**src/rtl/wprot_status_unit.sv**
```systemverilog
module wprot_status_unit #(
  parameter int          ADDR_W   = 9,
  parameter logic [1:0]  BP_RESET = 2'b00
) (
  input  logic              clk,
  input  logic              rst_n,
  input  logic              wp_n,
  input  logic              set_wel,
  input  logic              frame_exact,
  input  logic              clr_wel,
  input  logic              req_status,
  input  logic [7:0]        status_data,
  input  logic              req_array,
  input  logic [ADDR_W-1:0] req_addr,
  input  logic              wr_busy,
  input  logic              wr_done,
  output logic [7:0]        status_byte,
  output logic              permit
);

  logic [1:0] bp;
  logic       wel;
  logic       in_fence;
  logic       gate_ok;
  logic       status_go;

  always_comb begin
    case (bp)
      2'b00:   in_fence = 1'b0;
      2'b01:   in_fence = &req_addr[ADDR_W-1 -: 2];
      2'b10:   in_fence = req_addr[ADDR_W-1];
      default: in_fence = 1'b1;
    endcase
  end

  assign gate_ok   = wp_n & wel & ~wr_busy;
  assign status_go = req_status & gate_ok;
  assign permit    = status_go | (req_array & gate_ok & ~in_fence);
  assign status_byte = {4'b0000, bp, wel, wr_busy};

  always_ff @(posedge clk) begin
    if (!rst_n) begin
      bp  <= BP_RESET;
      wel <= 1'b0;
    end else begin
      if (status_go) bp <= status_data[3:2];
      if (!wp_n || wr_done || (clr_wel && !wr_busy))
        wel <= 1'b0;
      else if (set_wel && frame_exact && !wr_busy)
        wel <= 1'b1;
    end
  end

  assert_wp_clears_R4: assert property (@(posedge clk) disable iff (!rst_n)
    !wp_n |=> !status_byte[1]);
  assert_done_clears_R4: assert property (@(posedge clk) disable iff (!rst_n)
    wr_done |=> !status_byte[1]);
  assert_set_works_R3: assert property (@(posedge clk) disable iff (!rst_n)
    (set_wel && frame_exact && wp_n && !wr_busy && !wr_done && !clr_wel) |=> status_byte[1]);
  assert_busy_refuses_R10: assert property (@(posedge clk) disable iff (!rst_n)
    wr_busy |-> !permit);
  assert_permit_gated_R6: assert property (@(posedge clk) disable iff (!rst_n)
    permit |-> (wp_n && status_byte[1]));
  assert_bp_held_R7: assert property (@(posedge clk) disable iff (!rst_n)
    !(req_status && permit) |=> $stable(status_byte[3:2]));
  assert_high_nibble_R2: assert property (@(posedge clk) disable iff (!rst_n)
    status_byte[7:4] == 4'b0000);

endmodule

```
**config.mk**
```make
export PLATFORM = sky130hd
export DESIGN_NAME = wprot_status_unit
export DESIGN_NICKNAME = d
export VERILOG_FILES = /design/src/rtl/wprot_status_unit.sv
export SDC_FILE = /design/constraint.sdc
export NUM_CORES = 1
export LEC_CHECK = 0
export BUFFER_PORTS_ARGS = -buffer_cell sky130_fd_sc_hd__clkbuf_2
export CORE_AREA = 2 2 39 41
export CTS_CLUSTER_SIZE = 30
export DETAILED_ROUTE_END_ITERATION = 6
export DIE_AREA = 0 0 41 43
export PLACE_DENSITY = 0.5
export SETUP_SLACK_MARGIN = 0.02
export SYNTH_ARGS = -nofsm -noshare
export SYNTH_HDL_FRONTEND = slang
export SYNTH_SLANG_ARGS = --single-unit
```
**constraint.sdc**
```tcl
create_clock -name clk -period 1.01 [get_ports clk]
set_input_delay 0 -clock clk [delete_from_list [all_inputs] [get_ports clk]]
set_output_delay 0 -clock clk [all_outputs]
set_load 0.005 [all_outputs]
```
==> results of run 1 <==
report_power, final:
part	switching (mW)	leakage [nW]	internal, mW
registers	0.000335	0.0247	0.119
clock network	0.0680	0.0150	0.148
logic	0.0204	0.153	0.0316
total	0.0887	0.193	0.300
Yosys cell counts, drive strengths merged:
library cell / number
dfxtp: 3
inv: 1
nand2: 3
nand3: 2
nand3b: 1
a211oi: 1
a31oi: 1
a21o: 1
a221o: 1
buf: 6
nand4b: 2
o21ai: 2
conb: 1
per-stage QoR:
step / util, % / cell area [sq um] / std cells / TNS [ns]
floorplan: - / 211.5 / 28 / 0
global placement: 21.07 / 291.5 / 58 / 0
detailed placement: 21.07 / 291.5 / 58 / 0
CTS: 25.23 / 349.1 / 65 / -0.1824
global route: 25.23 / 349.1 / 65 / -0.2205
finish: 25.23 / 349.1 / 65 / -0.1615
how the worst min path moves through the flow:
stage / cells after the start / slack, ns / startpoint / end
after global placement: 2 / 0.19 / clr_wel / wel
after detailed placement: 2 / 0.20 / clr_wel / wel
after global routing: 3 / 0.02 / wr_done / wel
final: 3 / 0.01 / wr_done / wel
after floorplan: 1 / 0.08 / wr_busy / status_byte[0]
after CTS: 3 / 0.004 / wr_done / wel
sequential cells by signal (all words and copies together) (netlist names):
name / flops
wel: 1
bp: 2
logic make-up after synthesis:
logic type / after synthesis / share of synthesized area (%)
buf+inv: 7 / 24.37
simple gates: 8 / 23.13
flops: 3 / 30.00
other cells: 1 / 1.873
compound gates: 6 / 20.63
metal layers:
layer	wire length, um	track usage, %
met5	0	0
met4	0	8.000
met3	69	4.712
met2	286	10.31
met1	203	6.369
worst reg2reg max path, stage by stage (launching register included):
cell      delay, ns
dfxtp_1        0.34
nand4b_1       0.20
nand3_1        0.13
o21ai_0        0.08
layout make-up:
cell class | instances | area [sq um] | share of cell area (%)
Clock buffer | 4 | 26.28 | 7.527
Inverter | 1 | 3.754 | 1.075
Multi-Input combinational cell | 18 | 102.6 | 29.39
Sequential cell | 3 | 61.31 | 17.56
Tap cell | 16 | 20.02 | 5.735
Timing Repair Buffer | 23 | 135.1 | 38.71
what timing repair did:
item | 4_1_cts | 5_1_grt
buffers inserted | 0 | 0
gates resized for setup | 1 | 0
endpoints found under the setup margin | 1 | 1
gates cloned | 0 | 0
hold endpoints to repair | 3 | 0
hold buffers | 3 | 0
pin swaps | 1 | 0
==> impl_metrics.tcl, run 1 <==
set metrics [dict create \
    status "complete, but fails checks" \
    failed_checks "negative setup slack" \
    endpoint "permit" \
    drc 0 \
    yosysTopAreaCellShare_pct 30.00 \
    synth-seq-cells 3 \
    path_delay_family "compound AO/OA/AOI/OAI gates" \
    final_cell_mix "18 x clkbuf_2, 4 x conb_1, 3 x nand2_1, 3 x clkbuf_4, 3 x dlygate4sd3_1" \
    syn_avg_cell_area_sq_um 8.008 \
    num_antenna_cells 0 \
    crit_start "bp[0]" \
    core_sq_um 1384 \
    r2r-start "wel" \
    num_vias 246 \
    grt_max_degree 6 \
    cp.arrival_ns 1.17 \
    post-route-period-util_pct 116.0 \
    drt-total-wl_um 559 \
    clk_pin_slew_ns 0.04 \
    dp.final_hpwl_um 463.5 \
    synth_top_cell_by_area "dfxtp_1" \
    irDropWorstVdd_mv 0.3160 \
    cp_slowest_cell "dfxtp_2" \
    final_common_cell "clkbuf_2" \
    r2r_cells 3 \
    mappedNetlistArea_sq_um 200.2 \
    die_h_um 43 \
    finalCriticalPeriod_ns 1.171 \
    yosys-top-cells-area "dfxtp_1 30%, buf_4 22%, nand4b_1 8.8%" \
    numCtsBuffers 3 \
    postSynthCellCount 25 \
    antenna_left 0 \
    skew_ns 0.004898 \
    ios 36 \
    p_per_area_nw_per_um2 1112 \
    cts_tree "done" \
    via_per_inst 3.785 \
    p_leak_nw 0.1927 \
    startpoint_type "flip-flop" \
    wl_per_cell_um 8.600 \
    antenna_found_initial 0 \
    nFillCells 166 \
    crit_path_max_incr_delay_ns 0.32 \
    area_growth_syn_to_layout_pct 74.38 \
    cts_buffer_depth 2 \
    hp-class "in -> reg" \
    crit_path_end_kind "output port" \
    ys_types 13 \
    r2r-end "bp[1]" \
    seq_area_frac_synth_pct 30.00 \
    grt_pass1_vias 207 \
    criticalPathCategory "reg -> out" \
    routabilityCongestion 0.6031 \
    yosysWarnings 0 \
    overflow 0 \
    fin_ws_ns -0.1615 \
    setup_viol 1 \
    io_buffers 18 \
    cts_num_sinks 3 \
    drv_cap 0 \
    grt_pass1_wl_um 786 \
    dieArea_sq_um 1763 \
    drt_first_pass_iters 2 \
    path_depth 4 \
    fin_nets 77 \
    grt_use_total_pct 7.407 \
    layout-drive-gt1-share_pct 48.98 \
    start_util_pct 14.47 \
    post-place-ws_ns 0.04754 \
    die_x_um 41 \
    critPathBufInv 1 \
    core.rowCount 14 \
    cts.htree.levels 1 \
    ff2ff_setup_slack_ns 0.13 \
    hold_viol 0 \
    drv_slew 0 \
    rsz0062_at_grt "true" \
    crit_chain "a21o_1 -> a221o_1 -> nand2_1 -> clkbuf_2" \
    power_mw 0.3882 \
    fmax_mhz 853.6 \
    drt_iter0_markers 1 \
    root_buffer "clkbuf_4" \
    crit_fanout 4 \
    required_ns 1.01 \
    clock_latency_ns 0.24 \
    worst_hold_slack_ns 0.01291 \
]
(Power assumes the default switching activity.)
==> run 2, diff against run 1 <==
--- a/config.mk
+++ b/config.mk
@@ -11,6 +11,7 @@
 export DETAILED_ROUTE_END_ITERATION = 6
 export DIE_AREA = 0 0 41 43
 export PLACE_DENSITY = 0.5
+export RECOVER_POWER = 100
 export SETUP_SLACK_MARGIN = 0.02
 export SYNTH_ARGS = -nofsm -noshare
 export SYNTH_HDL_FRONTEND = slang
==> run 2 against run 1 <==
  * The run still ends with negative setup slack left
  * Worst setup slack did not move
  * Sequential share of layout area grew 0.063 points
  * Fmax is the same
  * Register-to-register slack hardly changed
  * Core utilization down 0.090 points
  * Critical endpoint unchanged
==> impl_metrics.tcl, run 2 (same netlist as run 1, synthesis figures left out) <==
set metrics [dict create \
    tns_ns -0.1615 \
    grt_pass1_wl_um 786 \
    overflow 0 \
    core_sq_um 1384 \
    worst_hold_slack_ns 0.01291 \
    cp.arrival_ns 1.17 \
    wl_per_cell_um 8.585 \
    skew_ns 0.004898 \
    antenna_found_initial 0 \
    drv_slew 0 \
    die_h_um 43 \
    dp.final_hpwl_um 463.5 \
    top_register "bp" \
    dieArea_sq_um 1763 \
    finalCriticalPeriod_ns 1.171 \
    drv_cap 0 \
    num_vias 246 \
    crit_fanout 4 \
    rsz0062_at_grt "true" \
    fmax_mhz 853.6 \
    hold_viol 0 \
    die_x_um 41 \
    fin_ws_ns -0.1615 \
    p_leak_nw 0.1898 \
    post-route-period-util_pct 116.0 \
    area_growth_syn_to_layout_pct 73.75 \
    startpoint_type "flip-flop" \
    largest_reg_flops 2 \
    numCtsBuffers 3 \
    clock_latency_ns 0.24 \
    drt_first_pass_iters 2 \
    grt_pass1_vias 207 \
    required_ns 1.01 \
    clk_pin_slew_ns 0.04 \
    num_antenna_cells 0 \
    cts_buffer_depth 2 \
    ios 36 \
    status "complete, but fails checks" \
    grt_use_total_pct 7.407 \
    final_cell_mix "17 x clkbuf_2, 4 x conb_1, 3 x nand2_1, 3 x clkbuf_4, 3 x dlygate4sd3_1" \
    cts.htree.levels 1 \
    routabilityCongestion 0.6031 \
    io_buffers 18 \
    cts_num_sinks 3 \
    final_common_cell "clkbuf_2" \
    cts_tree "done" \
    drc 0 \
    p_per_area_nw_per_um2 1115 \
    start_util_pct 14.47 \
    criticalPathCategory "reg -> out" \
    failed_checks "negative setup slack" \
    layout-drive-gt1-share_pct 46.94 \
    drt_iter0_markers 1 \
    root_buffer "clkbuf_4" \
    grt_max_degree 6 \
    core.rowCount 14 \
    antenna_left 0 \
    irDropWorstVdd_mv 0.3138 \
    via_per_inst 3.785 \
    crit_path_end_kind "output port" \
    hp-class "in -> reg" \
    top_regs "bp x2, wel x1" \
    drt-total-wl_um 558 \
    post-place-ws_ns 0.04754 \
    setup_viol 1 \
    fin_nets 77 \
]
-- run 2: cell count changes in the layout (fill, tap and decap cells not counted) --
| cell | previous run | this run |
|---|---|---|
| clkbuf_1 | 1 | 2 |
| clkbuf_2 | 18 | 17 |
-- run 2: power breakdown --
| part | switching [mW] | internal, mW |
|---|---|---|
| Clock | 0.0680 | 0.148 |
| Sequential | 0.000335 | 0.119 |
| Combinational | 0.0203 | 0.0311 |
-- run 2: per-stage QoR --
step | instances | instance area [sq um] | total power, mW | utilization (%)
after floorplan | 28 | 211.5 | 0.1470 | -
after global placement | 58 | 291.5 | 0.1649 | 21.07
after detailed placement | 58 | 291.5 | 0.1654 | 21.07
after CTS | 65 | 349.1 | 0.4021 | 25.23
after global routing | 65 | 347.8 | 0.4140 | 25.14
final | 65 | 347.8 | 0.3877 | 25.14
-- run 2: layout make-up --
| cell class | count | area [sq um] |
|---|---|---|
| fill | 166 | 1036 |
| timing repair buffer | 23 | 133.9 |
| multi-input combinational | 18 | 102.6 |
| sequential | 3 | 61.31 |
| clock buffer | 4 | 26.28 |
| tap | 16 | 20.02 |
| inverter | 1 | 3.754 |
-- run 2: layer usage --
| layer | track usage [%] | wire [um] | vias to the layer above |
|---|---|---|---|
| li1 | - | - | 129 |
| met2 | 10.31 | 286 | 13 |
| met3 | 4.712 | 68 | 0 |
| met1 | 6.369 | 203 | 104 |
| met4 | 8.000 | 0 | 0 |
| met5 | 0 | 0 | - |
-- run 2: worst max-delay path, stage by stage (launching register included) --
cell and delay (ns):
dfxtp_2 0.32, a21o_1 0.15, a221o_1 0.29, nand2_1 0.06, clkbuf_2 0.11
-- run 2: final timing paths --
kind,startpoint,end,slack [ns],cells after the start
min,wr_done,wel,0.01,3
min reg2reg,bp[0],bp[0],0.49,2
max reg2reg,wel,bp[1],0.13,3
max,bp[0],permit,-0.16,4
-- run 2: what timing repair did --
item	CTS	global route
setup buffers	0	0
hold buffers	3	0
resized for setup	1	0
pin swaps	1	0
hold endpoints to repair	3	0
endpoints found under the setup margin	1	1
